[config.mk]
export PLATFORM = sky130hd
export DESIGN_NAME = ctl_regbank
export DESIGN_NICKNAME = d
export VERILOG_FILES = /design/src/rtl/ctl_regbank_pkg.sv /design/src/rtl/ctl_regbank_seq.sv /design/src/rtl/ctl_regbank_store.sv /design/src/rtl/ctl_regbank.sv
export SDC_FILE = /design/constraint.sdc
export NUM_CORES = 1
export LEC_CHECK = 0
export BUFFER_PORTS_ARGS = -buffer_cell sky130_fd_sc_hd__buf_2
export CAP_MARGIN = 10
export CORE_MARGIN = 2
export CORE_UTILIZATION = 50
export CTS_CLUSTER_SIZE = 16
export DETAILED_ROUTE_END_ITERATION = 8
export PLACE_DENSITY = 0.85
export SYNTH_ARGS = -nofsm -noshare
export SYNTH_HDL_FRONTEND = slang
export SYNTH_SLANG_ARGS = --single-unit
[constraint.sdc]
create_clock -name clk -period 2.4 [get_ports clk]
set_input_delay 0.48 -clock clk [delete_from_list [all_inputs] [get_ports clk]]
set_output_delay 0.48 -clock clk [all_outputs]
set_load 0.05 [all_outputs]
[src/rtl/ctl_regbank_pkg.sv]
package ctl_regbank_pkg;
  localparam int DATA_W = 8;
  localparam int ADDR_W = 7;
  typedef logic [ADDR_W-1:0] addr_t;
  typedef logic [DATA_W-1:0] byte_t;

  localparam addr_t KEY_ADDR    = 7'h00;
  localparam addr_t SEC1_LO     = 7'h01;
  localparam addr_t SEC1_HI     = 7'h08;
  localparam addr_t SEC2_LO     = 7'h09;
  localparam addr_t SEC2_HI     = 7'h11;
  localparam addr_t HIDDEN_ADDR = 7'h1A;
  localparam byte_t KEY_OPEN    = 8'h99;
  localparam byte_t KEY_CLOSE   = 8'h00;
  localparam byte_t EXT_ON      = 8'h80;
  localparam int    NUM_REGS    = int'(SEC2_HI);

  typedef struct packed {
    logic  wrEn;
    logic  rdEn;
    addr_t addr;
    byte_t wdata;
  } strobes_t;
endpackage

[src/rtl/ctl_regbank_seq.sv]
module ctl_regbank_seq
  import ctl_regbank_pkg::*;
(
  input  logic     clk,
  input  logic     rstN,
  input  logic     frameStart,
  input  logic     frameStop,
  input  logic     frameRead,
  input  logic     byteStb,
  input  byte_t    byteIn,
  output strobes_t strb
);
  typedef enum logic [1:0] {ST_IDLE, ST_MAP, ST_DATA} phase_t;

  phase_t phase;
  logic   readTx;
  logic   stepOn;
  addr_t  ptr;

  function automatic addr_t stepPtr(input addr_t p, input logic on);
    if (!on) return p;
    if (p >= SEC1_LO && p < SEC1_HI) return p + addr_t'(1);
    if (p >= SEC2_LO && p < SEC2_HI) return p + addr_t'(1);
    return p;
  endfunction

  logic byteLive;
  assign byteLive = byteStb && !frameStart && !frameStop;

  always_ff @(posedge clk) begin
    if (!rstN) begin
      phase  <= ST_IDLE;
      readTx <= 1'b0;
      stepOn <= 1'b0;
      ptr    <= '0;
    end else if (frameStart) begin
      phase  <= frameRead ? ST_DATA : ST_MAP;
      readTx <= frameRead;
    end else if (frameStop) begin
      phase <= ST_IDLE;
    end else if (byteStb) begin
      case (phase)
        ST_MAP: begin
          ptr    <= byteIn[ADDR_W-1:0];
          stepOn <= byteIn[DATA_W-1];
          phase  <= ST_DATA;
        end
        ST_DATA: ptr <= stepPtr(ptr, stepOn);
        default: ;
      endcase
    end
  end

  always_comb begin
    strb.wrEn  = byteLive && phase == ST_DATA && !readTx;
    strb.rdEn  = byteLive && phase == ST_DATA && readTx;
    strb.addr  = ptr;
    strb.wdata = byteIn;
  end
endmodule

[src/rtl/ctl_regbank_store.sv]
module ctl_regbank_store
  import ctl_regbank_pkg::*;
(
  input  logic                       clk,
  input  logic                       rstN,
  input  strobes_t                   strb,
  output byte_t                      rdData,
  output logic                       rdValid,
  output logic                       hiddenOpen,
  output logic                       extClkEn,
  output logic [NUM_REGS*DATA_W-1:0] cfgFlat
);
  byte_t cfgReg [NUM_REGS];
  byte_t hiddenReg;
  byte_t readMux;

  for (genvar k = 0; k < NUM_REGS; k++) begin : g_reg
    localparam addr_t MY_ADDR = addr_t'(k + 1);
    always_ff @(posedge clk) begin
      if (!rstN) cfgReg[k] <= '0;
      else if (strb.wrEn && strb.addr == MY_ADDR) cfgReg[k] <= strb.wdata;
    end
    assign cfgFlat[k*DATA_W +: DATA_W] = cfgReg[k];
  end

  always_ff @(posedge clk) begin
    if (!rstN) begin
      hiddenOpen <= 1'b0;
      hiddenReg  <= '0;
    end else if (strb.wrEn) begin
      if (strb.addr == KEY_ADDR) begin
        if (strb.wdata == KEY_OPEN) hiddenOpen <= 1'b1;
        else if (strb.wdata == KEY_CLOSE) hiddenOpen <= 1'b0;
      end
      if (strb.addr == HIDDEN_ADDR && hiddenOpen) hiddenReg <= strb.wdata;
    end
  end

  assign extClkEn = (hiddenReg == EXT_ON);

  always_comb begin
    readMux = '0;
    if (strb.addr >= SEC1_LO && strb.addr <= SEC2_HI)
      readMux = cfgReg[int'(strb.addr) - 1];
    else if (strb.addr == HIDDEN_ADDR && hiddenOpen)
      readMux = hiddenReg;
  end

  always_ff @(posedge clk) begin
    if (!rstN) begin
      rdData  <= '0;
      rdValid <= 1'b0;
    end else begin
      rdValid <= strb.rdEn;
      if (strb.rdEn) rdData <= readMux;
    end
  end
endmodule

[src/rtl/ctl_regbank.sv]
module ctl_regbank
  import ctl_regbank_pkg::*;
(
  input  logic                       clk,
  input  logic                       rstN,
  input  logic                       frameStart,
  input  logic                       frameStop,
  input  logic                       frameRead,
  input  logic                       byteStb,
  input  logic [7:0]                 byteIn,
  output logic [7:0]                 rdData,
  output logic                       rdValid,
  output logic                       hiddenOpen,
  output logic                       extClkEn,
  output logic [NUM_REGS*DATA_W-1:0] cfgFlat
);
  strobes_t strb;

  ctl_regbank_seq u_seq (
    .clk(clk), .rstN(rstN), .frameStart(frameStart), .frameStop(frameStop),
    .frameRead(frameRead), .byteStb(byteStb), .byteIn(byteIn), .strb(strb)
  );

  ctl_regbank_store u_store (
    .clk(clk), .rstN(rstN), .strb(strb), .rdData(rdData), .rdValid(rdValid),
    .hiddenOpen(hiddenOpen), .extClkEn(extClkEn), .cfgFlat(cfgFlat)
  );
endmodule

==> results.py <==
metrics = {
    "floorplanning": {
        "die_h_microns": 131,
        "die-area_sq_um": 17000,
        "die_x_microns": 131,
        "io_pins": 161,
        "core_area_sq_um": 15800,
        "rows": 46,
        "initial_core_util": 0.508,
    },
    "setup_path": {
        "critPathCaptureType": "flip-flop",
        "critPathMaxFanout": 8,
        "path_class": "reg -> reg",
        "crit_buf_inv": 1,
        "reg2regPathDepth": 7,
        "crit_slowest_cell": "nor2_1",
        "arrival_ns": 2.54,
        "startpoint": "u_seq.ptr[1]",
        "r2r-end": "u_store.rdData[6]",
        "cp_top_family": "compound AO/OA/AOI/OAI gates",
        "timing.rr.start": "u_seq.ptr[1]",
        "cp-start-kind": "flip-flop",
        "max_stage_delay_ns": 0.58,
        "r2r_slack_ns": 0.17,
        "crit_chain": "inv_1 > ha_1 > xor2_2 > nor2_1 > a22oi_1 > a31oi_1 > a221oi_1",
        "required_ns": 2.71,
    },
    "global_route": {
        "grt_overflow": 0,
        "track_usage": 0.289,
        "grtUsageMet1": 0.362,
        "antenna_found_initial": 0,
        "grt.met3_usage": 0.0647,
        "busiest_layer": "met2",
        "use_met2": 0.475,
        "first_global_vias": 6342,
        "grt_max_degree": 34,
        "grt_pass1_wl_microns": 36000,
    },
    "clocking": {
        "clkTransAtPathRegs_ns": 0.07,
        "cts_tree": "yes",
        "post_cts.repair.setup_buffers": 0,
        "clock-sinks": 165,
        "cts-root-buf": "clkbuf_16",
        "clkLatencyLatePin_ns": 0.43,
        "ctsHtreeMaxLevel": 4,
        "numCtsBuffers": 17,
        "clk_path_buf_depth": 2,
    },
    "pwr": {
        "p_per_area_nw_per_um2": 684,
        "p_leak_nw": 4.04,
        "max-vdd-ir-drop_mv": 0.504,
    },
    "logic_synthesis": {
        "netlist_area_sq_um": 8010,
        "async_flop_share": 0,
        "synth_edf_count": 136,
        "yosysSeqAreaShare": 0.582,
        "synth_cell_types": 49,
        "synth_top_cell_area_share": 0.510,
        "synth_flop_cell": "edfxtp_1",
        "yosys_warnings": 0,
        "avgSynthCellArea_sq_um": 11.2,
        "ys_seq_elements": 165,
        "synthesis.nets": 735,
        "synth_area_leader_cell": "edfxtp_1",
        "synth_cells": 714,
        "synthTopCellsByArea": "edfxtp_1, and2_1, dfxtp_1",
    },
    "hold_path": {
        "min_to": "u_seq.phase[1]",
        "worstHoldStart": "frameRead",
        "hold_class": "in -> reg",
        "worstHoldPathCells": 3,
    },
    "detailed_routing": {
        "drt_pass1_iterations": 6,
        "wl_per_cell_microns": 21.6,
        "drc": 0,
        "final_antenna_net_count": 0,
        "dr_total_vias": 6774,
        "drt_iter0_markers": 730,
        "vias_per_cell": 5.98,
        "drt-total-wl_microns": 24500,
    },
    "sta": {
        "period_needed_ns": 2.23,
        "setup_ws_ns": 0.170,
        "finalHoldViolations": 0,
        "slew_violations": 0,
        "fin_skew_ns": 0.00870,
        "rsz0062_at_grt": "no",
        "fin_crit_sh": 0.929,
        "tightestPinTransition_ns": 0.720,
        "setup_viol": 0,
        "relSlewSlack": 0.518,
        "setup_tns_ns": 0,
        "fmax_ghz": 0.448,
    },
    "cells_and_area": {
        "drive_above_1_share": 0.275,
        "layout.nets": 925,
        "diodes": 0,
        "area_growth_pct": 24.2,
    },
    "placed_design": {
        "io_buffers": 160,
        "dp_hpwl_microns": 17200,
        "dp_slack_ns": 0.242,
        "gp_congestion": 0.896,
    },
    "job": {
        "max_cap_violations": 0,
    },
    "run_status": {
        "status": "finished clean",
    },
}
[logic make-up (layout without fill, tap and decap cells)]
| kind of cell | Yosys count | count (layout) | share of synthesized area |
|---|---|---|---|
| AND/OR/NAND/NOR | 335 | 335 | 0.223 |
| XOR/XNOR | 3 | 3 | 0.00516 |
| multiplexers | 44 | 44 | 0.0550 |
| adder cells (fa/ha/maj) | 7 | 7 | 0.0109 |
| flip-flops | 165 | 165 | 0.582 |
| buffers and inverters | 51 | 254 | 0.0273 |
| AO/OA/AOI/OAI | 109 | 109 | 0.0962 |
[synth_stat cells, types with 10 or more instances]
library cell    n
and2_1        140
edfxtp_1      136
nand2_1        80
mux2i_1        44
nor2_1         36
nand3_1        31
dfxtp_1        29
o21ai_0        28
clkbuf_1       27
a22oi_1        16
nand4_1        12
a31oi_1        11
buf_2          10
nor2b_1        10
[power by group]
part	switching (mW)	internal (mW)	total (mW)	leakage (nW)
Combinational	0.577	0.175	0.753	2.10
Sequential	0.0626	3.17	3.24	1.64
Clock	1.14	1.68	2.82	0.300
[worst max-delay path by stage]
| stage | endpoint | slack [ns] | cells after the start |
|---|---|---|---|
| 6_report | u_store.rdData[6] | 0.17 | 7 |
| 5_1_grt | u_store.rdData[4] | 0.08 | 8 |
| 4_1_cts | u_store.rdData[2] | 0.24 | 7 |
| 3_5_place_dp | u_store.rdData[2] | 0.24 | 7 |
| 3_3_place_gp | u_store.rdData[6] | 0.22 | 7 |
| 2_1_floorplan | u_store.cfgReg[1][0] | 0.08 | 6 |
[final cells by class]
type | count | area (sq um)
fillers | 1243 | 5820
clock inverters | 7 | 77.6
inverters | 8 | 30.0
flip-flops and latches | 165 | 4660
multi-input cells | 498 | 3140
clock buffers | 25 | 539
repair buffers | 214 | 1230
well taps | 216 | 270
[tightest hold or removal path, cell delays in order]
cell and delay, ns:
buf_2 0.11, a21oi_1 0.06, nor2b_1 0.09
[state kept, by name, indices dropped and copies added (netlist names)]
register	cells
u_store.hiddenOpen	1
u_seq.stepOn	1
u_store.hiddenReg	8
u_seq.phase	2
u_seq.readTx	1
u_store.rdData	8
u_store.cfgReg	136
u_seq.ptr	7
u_store.rdValid	1
[metrics by stage]
| stage | total power [mW] | instance area [sq um] | hold slack (ns) | utilization | instances |
|---|---|---|---|---|---|
| floorplan | 3.79 | 8020 | 0.466 | - | 714 |
| global placement | 4.03 | 9330 | 0.491 | 0.592 | 1101 |
| detailed placement | 4.04 | 9330 | 0.492 | 0.592 | 1101 |
| CTS | 6.80 | 9950 | 0.340 | 0.631 | 1133 |
| global route | 6.96 | 9950 | 0.375 | 0.631 | 1133 |
| finish | 6.81 | 9950 | 0.351 | 0.631 | 1133 |
[routing by layer]
layer,vias up,part of all wire
li1,2973,-
met1,3225,0.37
met2,492,0.48
met3,84,0.11
met4,0,0.038
met5,-,0
[what timing repair did]
| action | in CTS | in global routing |
|---|---|---|
| setup endpoints to repair | 0 | 1 |
| hold buffers | 0 | 0 |
| gates resized for setup | 0 | 1 |
[cell usage in the layout, fill, tap and decap left out, types with 2 or more instances in the layout]
master / synthesis / routed
a22oi_1: 16 / 16
edfxtp_1: 136 / 136
nand4_1: 12 / 12
buf_12: 0 / 2
clkbuf_1: 27 / 3
a221o_1: 8 / 8
nor4_1: 3 / 3
nor2_1: 36 / 35
nand2_1: 80 / 80
mux2i_1: 44 / 44
clkbuf_8: 0 / 2
a31oi_1: 11 / 11
nand2b_1: 3 / 3
clkbuf_16: 0 / 20
inv_6: 0 / 3
a21boi_0: 8 / 8
o22ai_1: 3 / 3
a32oi_1: 8 / 8
o41ai_2: 1 / 2
a221oi_1: 8 / 8
a21oi_1: 8 / 8
buf_4: 2 / 52
and2_1: 140 / 140
nor3b_1: 2 / 2
nor2b_1: 10 / 10
inv_1: 8 / 8
o21ai_0: 28 / 28
nand3_1: 31 / 31
ha_1: 7 / 6
and3_1: 4 / 4
or3_1: 3 / 3
o31ai_1: 2 / 2
buf_2: 10 / 160
nor3_1: 6 / 6
dfxtp_1: 29 / 29
(Power assumes the default switching activity.)
